<file path="src/rtl/tmr_pkg.sv">
package tmr_pkg;
    parameter int CNT_W = 8;
    parameter int PRE_W = 6;

    typedef struct packed {
        logic [CNT_W-1:0] init;
        logic [PRE_W-1:0] code;
        logic             modulo;
        logic             int_src;
        logic             casc;
        logic             en;
        logic [1:0]       mode;
    } cfg_t;

    typedef struct packed {
        logic [CNT_W-1:0] count;
        logic [PRE_W-1:0] pre;
        logic             run;
        logic             irq;
        logic             tout;
    } core_t;
endpackage

</file>
<file path="src/rtl/tmr_sync.sv">
module tmr_sync #(
    parameter int STAGES = 2
) (
    input  logic clk,
    input  logic rst_n,
    input  logic async_in,
    output logic lvl,
    output logic prev
);
    logic [STAGES:0] sh_d, sh_q;

    always_comb begin
        sh_d = {sh_q[STAGES-1:0], async_in};
    end

    always_ff @(posedge clk) begin
        if (!rst_n) sh_q <= '0;
        else        sh_q <= sh_d;
    end

    assign lvl  = sh_q[STAGES-1];
    assign prev = sh_q[STAGES];
endmodule

</file>
<file path="src/rtl/tmr_tick.sv">
module tmr_tick #(
    parameter int DIV_W = 2
) (
    input  logic       clk,
    input  logic       rst_n,
    input  logic       lvl,
    input  logic       prev,
    input  logic       cascade_in,
    input  logic       int_src,
    input  logic       casc,
    input  logic [1:0] mode,
    output logic       tick,
    output logic       trig_mode,
    output logic       fall
);
    logic [DIV_W-1:0] div_d, div_q;
    logic             int_tick;
    logic             gate_mode;

    always_comb begin
        div_d     = div_q + {{(DIV_W-1){1'b0}}, 1'b1};
        int_tick  = &div_q;
        gate_mode = int_src && !casc && (mode == 2'b01);
        trig_mode = int_src && !casc && mode[1];
        fall      = prev && !lvl;
        if (casc)         tick = cascade_in;
        else if (int_src) tick = int_tick && (!gate_mode || lvl);
        else              tick = lvl && !prev;
    end

    always_ff @(posedge clk) begin
        if (!rst_n) div_q <= '0;
        else        div_q <= div_d;
    end
endmodule

</file>
<file path="src/rtl/tmr_core.sv">
module tmr_core
    import tmr_pkg::*;
(
    input  logic             clk,
    input  logic             rst_n,
    input  logic             load,
    input  logic             en,
    input  logic             trig_mode,
    input  logic             retrig,
    input  logic             fall,
    input  logic             tick,
    input  logic             modulo,
    input  logic [CNT_W-1:0] init,
    input  logic [PRE_W-1:0] code,
    output logic [CNT_W-1:0] count,
    output logic             irq,
    output logic             tout,
    output logic             fire
);
    localparam logic [CNT_W-1:0] CNT_ONE = 1;
    localparam logic [PRE_W-1:0] PRE_ONE = 1;

    core_t d, q;

    assign fire = !load && en && trig_mode && fall && (!q.run || retrig);

    always_comb begin
        d     = q;
        d.irq = 1'b0;
        if (load) begin
            d.count = init;
            d.pre   = code;
            d.run   = !trig_mode;
        end else if (fire) begin
            d.count = init;
            d.pre   = code;
            d.run   = 1'b1;
        end else if (en && q.run && tick) begin
            if (q.pre == PRE_ONE) begin
                d.pre = code;
                if (q.count == CNT_ONE) begin
                    d.irq  = 1'b1;
                    d.tout = !q.tout;
                    if (modulo) begin
                        d.count = init;
                    end else begin
                        d.count = '0;
                        d.run   = 1'b0;
                    end
                end else begin
                    d.count = q.count - CNT_ONE;
                end
            end else begin
                d.pre = q.pre - PRE_ONE;
            end
        end
    end

    always_ff @(posedge clk) begin
        if (!rst_n) q <= '0;
        else        q <= d;
    end

    assign count = q.count;
    assign irq   = q.irq;
    assign tout  = q.tout;
endmodule

</file>
<file path="src/rtl/prescaled_timer.sv">
module prescaled_timer
    import tmr_pkg::*;
(
    input  logic             clk,
    input  logic             rst_n,
    input  logic             wr_en,
    input  logic [1:0]       wr_addr,
    input  logic [CNT_W-1:0] wr_data,
    input  logic             ext_in,
    input  logic             cascade_in,
    output logic [CNT_W-1:0] rd_data,
    output logic             eoc_irq,
    output logic             tout
);
    cfg_t cfg_d, cfg_q;
    logic load_stb;
    logic lvl, prev;
    logic tick, trig_mode, fall, trig_fire;
    logic cfg_en;
    logic [CNT_W-1:0] cfg_init;

    always_comb begin
        cfg_d    = cfg_q;
        load_stb = wr_en && (wr_addr == 2'd2) && wr_data[0];
        if (wr_en) begin
            case (wr_addr)
                2'd0: cfg_d.init = wr_data;
                2'd1: begin
                    cfg_d.code    = wr_data[PRE_W+1:2];
                    cfg_d.int_src = wr_data[1];
                    cfg_d.modulo  = wr_data[0];
                end
                2'd2: cfg_d.en = wr_data[1];
                default: begin
                    cfg_d.mode = wr_data[1:0];
                    cfg_d.casc = wr_data[2];
                end
            endcase
        end
    end

    always_ff @(posedge clk) begin
        if (!rst_n) cfg_q <= '0;
        else        cfg_q <= cfg_d;
    end

    assign cfg_en   = cfg_q.en;
    assign cfg_init = cfg_q.init;

    tmr_sync #(.STAGES(2)) i_sync (
        .clk      (clk),
        .rst_n    (rst_n),
        .async_in (ext_in),
        .lvl      (lvl),
        .prev     (prev)
    );

    tmr_tick #(.DIV_W(2)) i_tick (
        .clk        (clk),
        .rst_n      (rst_n),
        .lvl        (lvl),
        .prev       (prev),
        .cascade_in (cascade_in),
        .int_src    (cfg_q.int_src),
        .casc       (cfg_q.casc),
        .mode       (cfg_q.mode),
        .tick       (tick),
        .trig_mode  (trig_mode),
        .fall       (fall)
    );

    tmr_core i_core (
        .clk       (clk),
        .rst_n     (rst_n),
        .load      (load_stb),
        .en        (cfg_q.en),
        .trig_mode (trig_mode),
        .retrig    (cfg_q.mode[0]),
        .fall      (fall),
        .tick      (tick),
        .modulo    (cfg_q.modulo),
        .init      (cfg_q.init),
        .code      (cfg_q.code),
        .count     (rd_data),
        .irq       (eoc_irq),
        .tout      (tout),
        .fire      (trig_fire)
    );
endmodule

</file>
<file path="config.mk">
export PLATFORM = sky130hd
export DESIGN_NAME = prescaled_timer
export DESIGN_NICKNAME = d
export VERILOG_FILES = /design/src/rtl/tmr_pkg.sv /design/src/rtl/tmr_sync.sv /design/src/rtl/tmr_tick.sv /design/src/rtl/tmr_core.sv /design/src/rtl/prescaled_timer.sv
export SDC_FILE = /design/constraint.sdc
export NUM_CORES = 1
export LEC_CHECK = 0
export BUFFER_PORTS_ARGS = -buffer_cell sky130_fd_sc_hd__buf_2
export CAP_MARGIN = 25
export CORE_UTILIZATION = 52
export CTS_BUF_LIST = sky130_fd_sc_hd__clkbuf_16
export DETAILED_ROUTE_END_ITERATION = 10
export PLACE_DENSITY = 0.72
export REMOVE_ABC_BUFFERS = 1
export SYNTH_ARGS = -nofsm -noshare
export SYNTH_HDL_FRONTEND = slang
export SYNTH_SLANG_ARGS = --single-unit
</file>
<file path="constraint.sdc">
create_clock -name clk -period 2.9 [get_ports clk]
set_input_delay 0.58 -clock clk [delete_from_list [all_inputs] [get_ports clk]]
set_output_delay 0.58 -clock clk [all_outputs]
set_load 0.005 [all_outputs]
</file>
; ---- Yosys cells after proc, flatten, opt, wreduce, memory -nomap -nowiden
; Cells that the tools add are included.
; Widths: inputs -> output; s select.
[classes]
n_addsub = 3
n_mul = 0
div = 0
magnitude_cmp = 0
eq_ne = 6
shift = 0
mux = 12
bitwise_logic = 6
reduce_logical = 38
[ops]
columns = operator, count
row1 = $mux 15, 2
row2 = $mux 8, 3
row3 = $mux 17, 1
row4 = $logic_and 1x1->1, 14
row5 = $reduce_and 2->1, 6
row6 = $reduce_bool 3->1, 3
row7 = $eq 8x1->1 const B, 1
row8 = $logic_not 1->1, 8
row9 = $sub 8x1->8 const B, 1
row10 = $eq 6x1->1 const B, 1
row11 = $mux 3, 2
row12 = $mux 6, 1
row13 = $not 1->1, 6
row14 = $sub 6x1->6 const B, 1
row15 = $reduce_and 5->1, 1
row16 = $reduce_or 5->1, 1
row17 = $eq 2x1->1 const B, 2
row18 = $reduce_and 4->1, 1
row19 = $mux 1, 3
row20 = $ne 3x1->1 const B, 1
row21 = $reduce_or 3->1, 1
row22 = $add 2x1->2 const B, 1
row23 = $eq 2x2->1 const B, 1
row24 = $logic_not 2->1, 1
row25 = $logic_or 1x1->1, 2
[totals]
register_bits = 42
latchBits = 0
ram_bits = 0
rom_bits = 0
input_bits = 15
word_cells = 79
mem_count = 0

; ---- Longest topological paths before layout
; Gate-level depths: netlist (run 1).
[logic_depth]
depth_word = 12
ltp_mapped = 8
depth_no_buf = 7

; ---- By module
; From an unflattened synthesis (run 1), not the netlist that was laid out.
[unflattened]
cells_unflattened = 263
hier_area_um2 = 2237.1
[by_module_without_submodules]
columns = mod, n_inst, cells_per_inst, area_each_um2, seq_area_each_um2
row1 = tmr_core, 1, 165, 1241.2, 340.3
row2 = prescaled_timer, 1, 79, 790.8, 400.4
row3 = tmr_tick, 1, 13, 126.4, 40.0
row4 = tmr_sync, 1, 6, 78.8, 60.1

; ---- Worst setup path after synthesis (run 1)
; Ideal clock, no wire load.
[synth_path]
kind = register to register
start = reg i_core.q, in the netlist i_core.count[0]
end = reg i_core.q, in the netlist i_core.count[5]
t_arrival_ns = 1.765
setup_slack_ns = 1.017
path_stages_with_launch = 8
n_path_buf = 1
period_less_slack_ns = 1.883
path_cell_list = dfxtp_1 ha_1 nor3b_1 nand2_1 clkbuf_1 o2111ai_1 a21oi_1 o221a_2
[synth_between]
elab_chain_len = 6
word_cells_on_any_way = 7
cone_classes = add/sub (1) / eq/ne (1) / mux (5)
[synth_rtl]
columns = item, line
row1 = start: declaration, tmr_core.sv:23  ; core_t d, q;
row2 = start signal: assignment, tmr_core.sv:60  ; if (!rst_n) q <= '0;
row3 = start signal: assignment, tmr_core.sv:61  ; else q <= d;
row4 = $sub 8x1->8 / $eq 8x1->1 (equally long branches), "tmr_core.sv:51, tmr_core.sv:41"
row5 = $mux 8 (*), tmr_core.sv:41  ; if (q.count == CNT_ONE) begin
row6 = $mux 8 (*), tmr_core.sv:39  ; if (q.pre == PRE_ONE) begin
row7 = $mux 17 (*), tmr_core.sv:38  ; end else if (en && q.run && tick) begin
row8 = $mux 15 (*), tmr_core.sv:34  ; end else if (fire) begin
row9 = $mux 15 (*), tmr_core.sv:30  ; if (load) begin
; Mark *: on every way between the ends. The rest lies on a longest branch, timed or not. The select of a mux whose other input is x is not followed.
; A chain may end at the register's enable or synchronous reset.

; ---- Worst setup path in the final report (run 1)
; Same ends and word-level chain as after synthesis.

==> flow_results.xml, run 1 <==
<?xml version="1.0" encoding="UTF-8"?>
<metrics>
  <group name="layout">
    <metric name="filler_cell_count" unit="">363</metric>
    <metric name="post-route-util" unit="%">60.2</metric>
    <metric name="finish.cell_count_without_fillers" unit="">317</metric>
    <metric name="syn_to_final_growth" unit="%">10.9</metric>
    <metric name="final_layout_size_suffix_gt1_share" unit="%">18.0</metric>
    <metric name="nets" unit="">286</metric>
    <metric name="finalInstanceArea" unit="mm2">0.00242</metric>
    <metric name="n_antenna_cell" unit="">0</metric>
  </group>
  <group name="drt">
    <metric name="drt_wirelength" unit="mm">4.70</metric>
    <metric name="dr.max_layer_used" unit="">met4</metric>
    <metric name="vias" unit="">1824</metric>
    <metric name="wl_met1" unit="mm">2.32</metric>
    <metric name="route.detailed.wl_per_inst" unit="um">14.8</metric>
    <metric name="detailedRoute.firstIterationViolations" unit="">82</metric>
    <metric name="remaining_drc_errors" unit="">0</metric>
    <metric name="drt-pass1-iter-count" unit="">4</metric>
    <metric name="antenna_left" unit="">0</metric>
    <metric name="met3_wirelength" unit="um">159</metric>
    <metric name="drt-vias-per-instance" unit="">5.75</metric>
    <metric name="route.met2.wl" unit="mm">2.13</metric>
  </group>
  <group name="timing">
    <metric name="final_max_slew_viol_count" unit="">0</metric>
    <metric name="tightest_slew" unit="ps">598</metric>
    <metric name="timing.slew.headroom" unit="%">60.0</metric>
    <metric name="setup-violations-final" unit="">0</metric>
    <metric name="totalNegativeSetupSlack" unit="ps">0</metric>
    <metric name="hold_violations" unit="">0</metric>
    <metric name="layout_min_cycle_time" unit="ps">2240</metric>
    <metric name="clock_skew" unit="ps">9.75</metric>
    <metric name="fmax" unit="GHz">0.445</metric>
    <metric name="setup_repair_after_global_routing_missed_its_margin" unit="">false</metric>
    <metric name="period_share" unit="%">77.4</metric>
  </group>
  <group name="clock_tree">
    <metric name="ctsHoldBuffers" unit="">0</metric>
    <metric name="tritoncts_num_sinks" unit="">42</metric>
    <metric name="cts_buffers" unit="">5</metric>
    <metric name="cts.path.max_buffers" unit="">2</metric>
    <metric name="post-cts-setup-buffers" unit="">0</metric>
    <metric name="cts_resized" unit="">0</metric>
    <metric name="cts_tree" unit="">yes</metric>
    <metric name="root_buffer_cell" unit="">clkbuf_16</metric>
    <metric name="clk_pin_slew" unit="ps">60</metric>
    <metric name="clk-insertion-delay-late" unit="ps">290</metric>
    <metric name="htree_num_levels" unit="">2</metric>
  </group>
  <group name="yosys">
    <metric name="synth_ff_type" unit="">dfxtp_1</metric>
    <metric name="yosys_warnings" unit="">0</metric>
    <metric name="synthTopCellsByCount" unit="">dfxtp_1 (42), nor2_1 (39), mux2i_1 (22)</metric>
    <metric name="ys_types" unit="">52</metric>
    <metric name="synthMostInstantiatedCell" unit="">dfxtp_1</metric>
    <metric name="synth_top_area_share" unit="%">38.5</metric>
    <metric name="post-synth-top-area-cell" unit="">dfxtp_1</metric>
    <metric name="seq_area_frac_synth" unit="%">38.5</metric>
    <metric name="synth-seq-cells" unit="">42</metric>
    <metric name="synth-edff-count" unit="">0</metric>
    <metric name="yosys-top-cells-area" unit="">dfxtp_1 (38%), mux2i_1 (10%), nor2_1 (6.7%)</metric>
    <metric name="async_reset_ff_share" unit="%">0</metric>
    <metric name="synthesis.area_per_instance" unit="um2">8.74</metric>
    <metric name="synth_area" unit="mm2">0.00219</metric>
    <metric name="synthCells" unit="">250</metric>
  </group>
  <group name="grt">
    <metric name="track_usage" unit="%">23.0</metric>
    <metric name="grt_start_max_net_pins" unit="">20</metric>
    <metric name="grt_pass1_wl" unit="mm">7.63</metric>
    <metric name="first_global_vias" unit="">1609</metric>
    <metric name="overflow" unit="">0</metric>
    <metric name="grt_antenna_before_repair" unit="">0</metric>
  </group>
  <group name="setup_path">
    <metric name="regToRegStartpoint" unit="">i_core.count[0]$_SDFFE_PN0P_</metric>
    <metric name="critical_path_peak_fanout" unit="">11</metric>
    <metric name="startpoint" unit="">i_core.count[0]$_SDFFE_PN0P_</metric>
    <metric name="timing_worst_setup_path_type" unit="">reg -&gt; reg</metric>
    <metric name="cp.required" unit="ps">3080</metric>
    <metric name="worst_ep_arrival_time" unit="ps">2430</metric>
    <metric name="worstSetupStartpointType" unit="">flip-flop</metric>
    <metric name="worst_setup_ep_type" unit="">flip-flop</metric>
  </group>
  <group name="power_and_ir_drop">
    <metric name="peakVddDrop" unit="mV">0.263</metric>
    <metric name="p_leak" unit="nW">1.05</metric>
    <metric name="pwr_density_cell" unit="mW/mm2">541</metric>
  </group>
  <group name="floorplan">
    <metric name="fp.dieArea" unit="mm2">0.00447</metric>
    <metric name="die_span_in_x" unit="um">66.8</metric>
    <metric name="start_util" unit="%">54.3</metric>
    <metric name="core-area" unit="mm2">0.00403</metric>
    <metric name="chipHeight" unit="um">66.8</metric>
    <metric name="floorplan.io_pins" unit="">25</metric>
    <metric name="core.rowCount" unit="">23</metric>
  </group>
  <group name="place">
    <metric name="buffer_ports.inserted" unit="">24</metric>
    <metric name="dp_hpwl" unit="mm">3.37</metric>
    <metric name="numPlacedInstances" unit="">309</metric>
    <metric name="globalplace.congestion" unit="">0.873</metric>
    <metric name="place_area" unit="mm2">0.00228</metric>
  </group>
  <group name="run_status">
    <metric name="status" unit="">finished clean</metric>
  </group>
  <group name="worst_hold_path">
    <metric name="hp-class" unit="">reg -&gt; reg</metric>
    <metric name="worst_hold_startpoint" unit="">i_tick.div_q[0]$_SDFF_PN0_</metric>
  </group>
  <group name="job">
    <metric name="cap_violations" unit="">0</metric>
  </group>
</metrics>
## sequential cells by signal, summed over array words and instances, names as in the netlist
signal and flops:
cfg_q 11, cfg_init 8, i_core.count 8, i_core.q 7
i_sync.sh_q 3, i_tick.div_q 2, cfg_en 1, i_core.irq 1
i_core.tout 1
## placed cells by master (no fill, tap or decap), drive strengths merged, types with 3 or more instances in the layout
cell    Yosys  routed
a211o       4       4
a21oi      20      20
a31oi       3       3
and2        4       4
buf        11      27
clkbuf      7       5
dfxtp      42      42
ha          5       5
inv         5       6
mux2i      22      22
nand2      18      18
nand3       3       3
nor2       39      39
nor2b       3       3
nor3        5       5
nor3b       3       3
o21ai      12      12
o21bai      4       4
o31ai       3       3
or3b        4       4
## per-layer routing
metal | track usage (%) | vias to the layer above
li1 | - | 917
met1 | 30.3 | 852
met2 | 36.5 | 44
met3 | 3.94 | 11
met4 | 9.57 | 0
met5 | 0 | -
## critical path, cell delays in order (launching register included)
cell       delay [ps]
dfxtp_1           490
ha_1              260
nor3b_1           360
nand2_1           320
o2111ai_1         400
a21oi_1            70
o221a_2           250
## final cells by class
class	instances	area, um2	area share, %
Clock buffer	5	125	5.16
Clock inverter	3	20.0	0.826
Inverter	6	22.5	0.929
Multi-Input combinational cell	184	1210	49.9
Sequential cell	42	841	34.7
Tap cell	50	62.6	2.58
Timing Repair Buffer	27	143	5.89
## metrics by stage
step	setup WS (ps)	total power, mW	hold WS, ps
2_1_floorplan	962	0.726	399
3_3_place_gp	676	0.771	407
3_5_place_dp	650	0.774	421
4_1_cts	662	1.32	430
5_1_grt	417	1.36	451
6_report	655	1.31	425
## path summary, 6_finish.rpt
check | end | slack, ps | cells after the start
max | i_core.count[5]$_SDFFE_PN0P_ | 660 | 6
min | i_tick.div_q[0]$_SDFF_PN0_ | 430 | 1
max reg2reg | i_core.count[5]$_SDFFE_PN0P_ | 660 | 6
min reg2reg | i_tick.div_q[0]$_SDFF_PN0_ | 430 | 1
## power breakdown
group | switching (mW) | internal (mW) | leakage, nW
combinational | 0.0782 | 0.0644 | 0.637
sequential | 0.0215 | 0.600 | 0.342
clock | 0.228 | 0.319 | 0.0679
total | 0.328 | 0.983 | 1.05
## cell families (layout without fill, tap and decap cells)
kind of cell             after synthesis  in the layout  share of synthesized area [%]
AND/OR/NAND/NOR                       92             92                           20.9
buffers and inverters                 24             41                           6.18
flip-flops                            42             42                           38.5
adder cells (fa/ha/maj)                5              5                           2.86
XOR/XNOR                               3              3                           1.20
multiplexers                          23             23                           10.6
AO/OA/AOI/OAI                         61             61                           19.7
(Power assumes the default switching activity.)
==> inputs of run 2 (changes only) <==
Clock period 2.9 ns to 2.3 ns, I/O delays scaled along.
==> run 2 against run 1 <==
Compared with the run above:
- combinational power grew 32%
- die area is the same
- total power grew 43%
- clock power grew 64%
- critical endpoint unchanged
- highest routed layer unchanged
- routed wire length shrank 0.23%
- global-route usage shrank 0.24 points
- flip-flop and latch count is the same
- utilization grew 2.3 points
==> flow_results.xml, run 2 (synthesis gave the netlist of run 1 again) <==
<?xml version="1.0" encoding="UTF-8"?>
<metrics>
  <group name="setup_path">
    <metric name="rrSetupSlack" unit="ps">160</metric>
    <metric name="reg2regPathDepth" unit="">6</metric>
    <metric name="slowest_delay" unit="ps">480</metric>
    <metric name="worst_ep_arrival_time" unit="ps">2310</metric>
    <metric name="timing_worst_setup_path_type" unit="">reg -&gt; reg</metric>
    <metric name="worstSetupStartpointType" unit="">flip-flop</metric>
    <metric name="worst-path-buf-inv" unit="">0</metric>
    <metric name="regToRegStartpoint" unit="">i_core.count[0]$_SDFFE_PN0P_</metric>
    <metric name="worst_setup_ep_type" unit="">flip-flop</metric>
    <metric name="critical_path.slowest_cell" unit="">dfxtp_1</metric>
    <metric name="timing.critical_path.cells" unit="">ha_1 -&gt; nor3b_1 -&gt; nand2_1 -&gt; o2111ai_1 -&gt; a21oi_1 -&gt; o221a_2</metric>
    <metric name="timing.rr.end" unit="">i_core.count[5]$_SDFFE_PN0P_</metric>
    <metric name="cpLargestDelayFamily" unit="">compound AO/OA/AOI/OAI gates</metric>
    <metric name="crit_cells" unit="">6</metric>
    <metric name="critical_path_peak_fanout" unit="">9</metric>
    <metric name="cp.required" unit="ps">2480</metric>
  </group>
  <group name="grt">
    <metric name="first_global_vias" unit="">1563</metric>
    <metric name="grt_start_max_net_pins" unit="">28</metric>
    <metric name="grt_pass1_wl" unit="mm">7.50</metric>
    <metric name="overflow" unit="">0</metric>
    <metric name="track_usage" unit="%">22.7</metric>
    <metric name="grt_antenna_before_repair" unit="">0</metric>
  </group>
  <group name="layout">
    <metric name="final_cell_mix" unit="">dfxtp_1 (42), nor2_1 (39), buf_2 (24)</metric>
    <metric name="n_antenna_cell" unit="">0</metric>
    <metric name="finish.cell_count_without_fillers" unit="">322</metric>
    <metric name="flip_flop_count_of_the_largest_register_after_layout" unit="">11</metric>
    <metric name="final_layout_size_suffix_gt1_share" unit="%">19.5</metric>
    <metric name="nets" unit="">291</metric>
    <metric name="post-route-util" unit="%">62.5</metric>
    <metric name="reg_with_most_ffs" unit="">cfg_q</metric>
    <metric name="filler_cell_count" unit="">351</metric>
    <metric name="final_common_cell" unit="">dfxtp_1</metric>
    <metric name="finalInstanceArea" unit="mm2">0.00252</metric>
    <metric name="syn_to_final_growth" unit="%">15.2</metric>
  </group>
  <group name="clock_tree">
    <metric name="tritoncts_num_sinks" unit="">42</metric>
    <metric name="root_buffer_cell" unit="">clkbuf_16</metric>
    <metric name="cts_resized" unit="">0</metric>
    <metric name="clk-insertion-delay-late" unit="ps">280</metric>
    <metric name="cts.path.max_buffers" unit="">2</metric>
    <metric name="post-cts-setup-buffers" unit="">0</metric>
    <metric name="htree_num_levels" unit="">2</metric>
    <metric name="ctsHoldBuffers" unit="">0</metric>
    <metric name="clk_pin_slew" unit="ps">60</metric>
    <metric name="cts_buffers" unit="">5</metric>
    <metric name="cts_tree" unit="">yes</metric>
  </group>
  <group name="place">
    <metric name="numPlacedInstances" unit="">314</metric>
    <metric name="globalplace.congestion" unit="">0.886</metric>
    <metric name="buffer_ports.inserted" unit="">24</metric>
    <metric name="dp_hpwl" unit="mm">3.28</metric>
    <metric name="pre_cts_ws" unit="ps">219</metric>
    <metric name="place_area" unit="mm2">0.00233</metric>
  </group>
  <group name="floorplan">
    <metric name="chipHeight" unit="um">66.8</metric>
    <metric name="die_span_in_x" unit="um">66.8</metric>
    <metric name="floorplan.io_pins" unit="">25</metric>
    <metric name="start_util" unit="%">54.3</metric>
    <metric name="core.rowCount" unit="">23</metric>
    <metric name="fp.dieArea" unit="mm2">0.00447</metric>
    <metric name="core-area" unit="mm2">0.00403</metric>
  </group>
  <group name="power_and_ir_drop">
    <metric name="swShare" unit="%">21.8</metric>
    <metric name="p_leak" unit="nW">1.10</metric>
    <metric name="clock_power_share" unit="%">48.0</metric>
    <metric name="part_of_the_power_in_combinational_logic" unit="%">10.1</metric>
    <metric name="power_switching" unit="uW">408</metric>
    <metric name="power.total" unit="mW">1.87</metric>
    <metric name="intPower" unit="mW">1.46</metric>
    <metric name="pwr_density_cell" unit="mW/mm2">743</metric>
    <metric name="sequentialPowerShare" unit="%">41.8</metric>
    <metric name="peakVddDrop" unit="mV">0.446</metric>
  </group>
  <group name="worst_hold_path">
    <metric name="hp-class" unit="">in -&gt; reg</metric>
    <metric name="worst_hold_startpoint" unit="">ext_in</metric>
    <metric name="min_delay_worst_endpoint" unit="">i_sync.sh_q[0]$_SDFF_PN0_</metric>
    <metric name="holdPathStages" unit="">2</metric>
  </group>
  <group name="timing">
    <metric name="period_share" unit="%">92.9</metric>
    <metric name="setup-violations-final" unit="">0</metric>
    <metric name="hold_slack" unit="ps">381</metric>
    <metric name="hold_violations" unit="">0</metric>
    <metric name="layout_min_cycle_time" unit="ps">2140</metric>
    <metric name="timing.slew.headroom" unit="%">59.9</metric>
    <metric name="fmax" unit="GHz">0.468</metric>
    <metric name="totalNegativeSetupSlack" unit="ps">0</metric>
    <metric name="setup_repair_after_global_routing_missed_its_margin" unit="">false</metric>
    <metric name="final_critical_path_setup_slack" unit="ps">162</metric>
    <metric name="final_max_slew_viol_count" unit="">0</metric>
    <metric name="tightest_slew" unit="ps">597</metric>
    <metric name="clock_skew" unit="ps">2.48</metric>
  </group>
  <group name="drt">
    <metric name="drt-vias-per-instance" unit="">5.57</metric>
    <metric name="vias" unit="">1795</metric>
    <metric name="remaining_drc_errors" unit="">0</metric>
    <metric name="drt_wirelength" unit="mm">4.69</metric>
    <metric name="drt-pass1-iter-count" unit="">4</metric>
    <metric name="antenna_left" unit="">0</metric>
    <metric name="detailedRoute.firstIterationViolations" unit="">151</metric>
    <metric name="route.detailed.wl_per_inst" unit="um">14.5</metric>
  </group>
  <group name="job">
    <metric name="cap_violations" unit="">0</metric>
  </group>
  <group name="run_status">
    <metric name="status" unit="">finished clean</metric>
  </group>
</metrics>
==> run 2: layout make-up <==
type	instances	area, um2	area share, %
inverters	6	22.5	0.895
flip-flops and latches	42	841	33.4
multi-input cells	184	1210	48.1
clock buffers	5	125	4.97
clock inverters	3	63.8	2.53
repair buffers	32	193	7.65
well taps	50	62.6	2.49
==> run 2: worst max path at each step <==
| stage | to | from | slack [ps] |
|---|---|---|---|
| 6_report | i_core.count[5]$_SDFFE_PN0P_ | i_core.count[0]$_SDFFE_PN0P_ | 160 |
| 5_1_grt | i_core.count[5]$_SDFFE_PN0P_ | i_core.count[0]$_SDFFE_PN0P_ | 40 |
| 4_1_cts | i_core.count[5]$_SDFFE_PN0P_ | i_core.count[0]$_SDFFE_PN0P_ | 210 |
| 3_5_place_dp | i_core.count[5]$_SDFFE_PN0P_ | i_core.count[0]$_SDFFE_PN0P_ | 220 |
| 3_3_place_gp | i_core.count[5]$_SDFFE_PN0P_ | i_core.count[0]$_SDFFE_PN0P_ | 300 |
| 2_1_floorplan | i_core.tout$_SDFFE_PN0P_ | i_core.count[0]$_SDFFE_PN0P_ | 390 |
==> run 2: power by group through the flow <==
stage | Sequential (mW) | Clock [mW] | Combinational (mW)
floorplan | 0.791 | 0 | 0.125
global placement | 0.798 | 0 | 0.185
detailed placement | 0.798 | 0 | 0.187
CTS | 0.782 | 0.911 | 0.189
global route | 0.786 | 0.948 | 0.209
finish | 0.783 | 0.899 | 0.189
==> run 2: layer usage <==
| metal | GRT usage [%] | vias up | part of all wire (%) |
|---|---|---|---|
| met5 | 0 | - | 0 |
| met4 | 10.1 | 0 | 1.7 |
| met3 | 4.28 | 7 | 3.4 |
| met2 | 33.5 | 47 | 44 |
| met1 | 31.7 | 817 | 51 |
| li1 | - | 924 | - |
==> inputs of run 3 (changes only) <==
Settings changed: CORE_MARGIN from default to 4, REMOVE_ABC_BUFFERS 1 to default.
==> run 3 against run 2 <==
Compared with the run above:
- cell area decreased by 2.7%
- global-route usage decreased by 3.5 points
- count of clock-buffer cells in the layout unchanged
- worst setup slack improved by 64 ps
- die area increased by 19%
- flip-flop and latch count unchanged
- routed wire length increased by 0.53%
- non-clock buffer count decreased by 1
- hold slack improved by 6.1 ps
- utilization decreased by 1.7 points
- sequential power about the same
==> flow_results.xml, run 3 (synthesis gave the netlist of run 1 again) <==
<?xml version="1.0" encoding="UTF-8"?>
<metrics>
  <group name="floorplan">
    <metric name="core.rowCount" unit="">23</metric>
    <metric name="fp.dieArea" unit="mm2">0.00530</metric>
    <metric name="core-area" unit="mm2">0.00403</metric>
    <metric name="floorplan.io_pins" unit="">25</metric>
    <metric name="die_span_in_x" unit="um">72.8</metric>
    <metric name="chipHeight" unit="um">72.8</metric>
    <metric name="start_util" unit="%">54.3</metric>
  </group>
  <group name="clock_tree">
    <metric name="root_buffer_cell" unit="">clkbuf_16</metric>
    <metric name="clk_pin_slew" unit="ps">60</metric>
    <metric name="cts_tree" unit="">yes</metric>
    <metric name="tritoncts_num_sinks" unit="">42</metric>
    <metric name="ctsHoldBuffers" unit="">0</metric>
    <metric name="cts.path.max_buffers" unit="">2</metric>
    <metric name="cts_resized" unit="">0</metric>
    <metric name="cts_buffers" unit="">5</metric>
    <metric name="post-cts-setup-buffers" unit="">0</metric>
    <metric name="htree_num_levels" unit="">2</metric>
    <metric name="clk-insertion-delay-late" unit="ps">280</metric>
  </group>
  <group name="grt">
    <metric name="grt_antenna_before_repair" unit="">0</metric>
    <metric name="overflow" unit="">0</metric>
    <metric name="first_global_vias" unit="">1661</metric>
    <metric name="track_usage" unit="%">19.2</metric>
    <metric name="grt_start_max_net_pins" unit="">20</metric>
    <metric name="grt_pass1_wl" unit="mm">7.97</metric>
  </group>
  <group name="setup_path">
    <metric name="slowest_delay" unit="ps">480</metric>
    <metric name="cp.required" unit="ps">2470</metric>
    <metric name="critical_path.slowest_cell" unit="">dfxtp_1</metric>
    <metric name="worst_ep_arrival_time" unit="ps">2250</metric>
    <metric name="critical_path_peak_fanout" unit="">9</metric>
    <metric name="rrSetupSlack" unit="ps">230</metric>
    <metric name="timing.critical_path.cells" unit="">ha_1 -&gt; nor3b_1 -&gt; nand2_1 -&gt; o2111ai_1 -&gt; a21oi_1 -&gt; o221a_2</metric>
    <metric name="regToRegStartpoint" unit="">i_core.count[0]$_SDFFE_PN0P_</metric>
    <metric name="worstSetupStartpointType" unit="">flip-flop</metric>
    <metric name="cpLargestDelayFamily" unit="">compound AO/OA/AOI/OAI gates</metric>
    <metric name="startpoint" unit="">i_core.count[0]$_SDFFE_PN0P_</metric>
    <metric name="timing_worst_setup_path_type" unit="">reg -&gt; reg</metric>
    <metric name="worst_setup_ep_type" unit="">flip-flop</metric>
    <metric name="worst-path-buf-inv" unit="">0</metric>
  </group>
  <group name="drt">
    <metric name="remaining_drc_errors" unit="">0</metric>
    <metric name="detailedRoute.firstIterationViolations" unit="">135</metric>
    <metric name="route.detailed.wl_per_inst" unit="um">14.7</metric>
    <metric name="antenna_left" unit="">0</metric>
    <metric name="drt-pass1-iter-count" unit="">4</metric>
    <metric name="drt_wirelength" unit="mm">4.71</metric>
    <metric name="drt-vias-per-instance" unit="">5.69</metric>
    <metric name="vias" unit="">1827</metric>
  </group>
  <group name="power_and_ir_drop">
    <metric name="p_leak" unit="nW">1.06</metric>
    <metric name="power.total" unit="mW">1.64</metric>
    <metric name="peakVddDrop" unit="mV">0.537</metric>
    <metric name="pwr_density_cell" unit="mW/mm2">669</metric>
  </group>
  <group name="layout">
    <metric name="final_common_cell" unit="">dfxtp_1</metric>
    <metric name="nets" unit="">290</metric>
    <metric name="reg_with_most_ffs" unit="">cfg_q</metric>
    <metric name="filler_cell_count" unit="">377</metric>
    <metric name="n_antenna_cell" unit="">0</metric>
    <metric name="flip_flop_count_of_the_largest_register_after_layout" unit="">11</metric>
    <metric name="syn_to_final_growth" unit="%">12.1</metric>
    <metric name="finish.cell_count_without_fillers" unit="">321</metric>
    <metric name="final_layout_size_suffix_gt1_share" unit="%">19.2</metric>
    <metric name="finalInstanceArea" unit="mm2">0.00245</metric>
    <metric name="final_cell_mix" unit="">dfxtp_1 (42), nor2_1 (39), buf_2 (24)</metric>
  </group>
  <group name="place">
    <metric name="dp_hpwl" unit="mm">3.40</metric>
    <metric name="globalplace.congestion" unit="">0.933</metric>
    <metric name="numPlacedInstances" unit="">313</metric>
    <metric name="buffer_ports.inserted" unit="">24</metric>
    <metric name="place_area" unit="mm2">0.00231</metric>
  </group>
  <group name="timing">
    <metric name="setup_repair_after_global_routing_missed_its_margin" unit="">false</metric>
    <metric name="fmax" unit="GHz">0.482</metric>
    <metric name="final_max_slew_viol_count" unit="">0</metric>
    <metric name="layout_min_cycle_time" unit="ps">2070</metric>
    <metric name="hold_violations" unit="">0</metric>
    <metric name="period_share" unit="%">90.2</metric>
    <metric name="tightest_slew" unit="ps">586</metric>
    <metric name="timing.slew.headroom" unit="%">60.7</metric>
    <metric name="setup-violations-final" unit="">0</metric>
    <metric name="totalNegativeSetupSlack" unit="ps">0</metric>
    <metric name="clock_skew" unit="ps">6.36</metric>
  </group>
  <group name="worst_hold_path">
    <metric name="worst_hold_startpoint" unit="">ext_in</metric>
    <metric name="hp-class" unit="">in -&gt; reg</metric>
  </group>
  <group name="run_status">
    <metric name="status" unit="">finished clean</metric>
  </group>
  <group name="job">
    <metric name="cap_violations" unit="">0</metric>
  </group>
  <group name="yosys">
    <metric name="net_count_after_synthesis" unit="">270</metric>
  </group>
</metrics>
-- run 3: changes by cell type in the layout (fill, tap and decap cells not counted), sizes merged --
cell / delta
bufinv: -2
buf: -1
clkinvlp: +1
clkinv: +1
-- run 3: through the flow --
stage	hold slack (ps)	setup WS (ps)	utilization (%)
detailed placement	416	264	57.3
global route	411	1.21	60.8
global placement	411	319	57.3
finish	387	226	60.8
CTS	386	244	60.8
floorplan	399	417	-
-- run 3: final timing paths --
check	cells after the start	end
setup / recovery	6	i_core.count[5]$_SDFFE_PN0P_
hold / removal	2	i_sync.sh_q[0]$_SDFF_PN0_
setup reg to reg	6	i_core.count[5]$_SDFFE_PN0P_
hold reg to reg	1	i_tick.div_q[0]$_SDFF_PN0_
-- run 3: layout make-up --
type,count,area [um2],share of cell area (%)
Clock buffer,5,125,5.11
Inverter,6,22.5,0.919
Timing Repair Buffer,31,173,7.05
Clock inverter,3,16.3,0.664
Multi-Input combinational cell,184,1210,49.4
Sequential cell,42,841,34.3
Tap cell,50,62.6,2.55
-- run 3: power breakdown --
group          switching [mW]  total, mW  leakage (nW)  internal (mW)
Sequential             0.0264      0.782         0.342          0.756
Clock                   0.275      0.671        0.0672          0.396
Combinational           0.100      0.186         0.654         0.0860
-- run 3: metal layers --
layer  vias up  wire (um)  GRT usage [%]
met3         7        261           4.96
met1       851       2220           26.1
met4         0         67           5.74
met2        45       2160           30.1
met5         -          0              0
li1        924          -              -
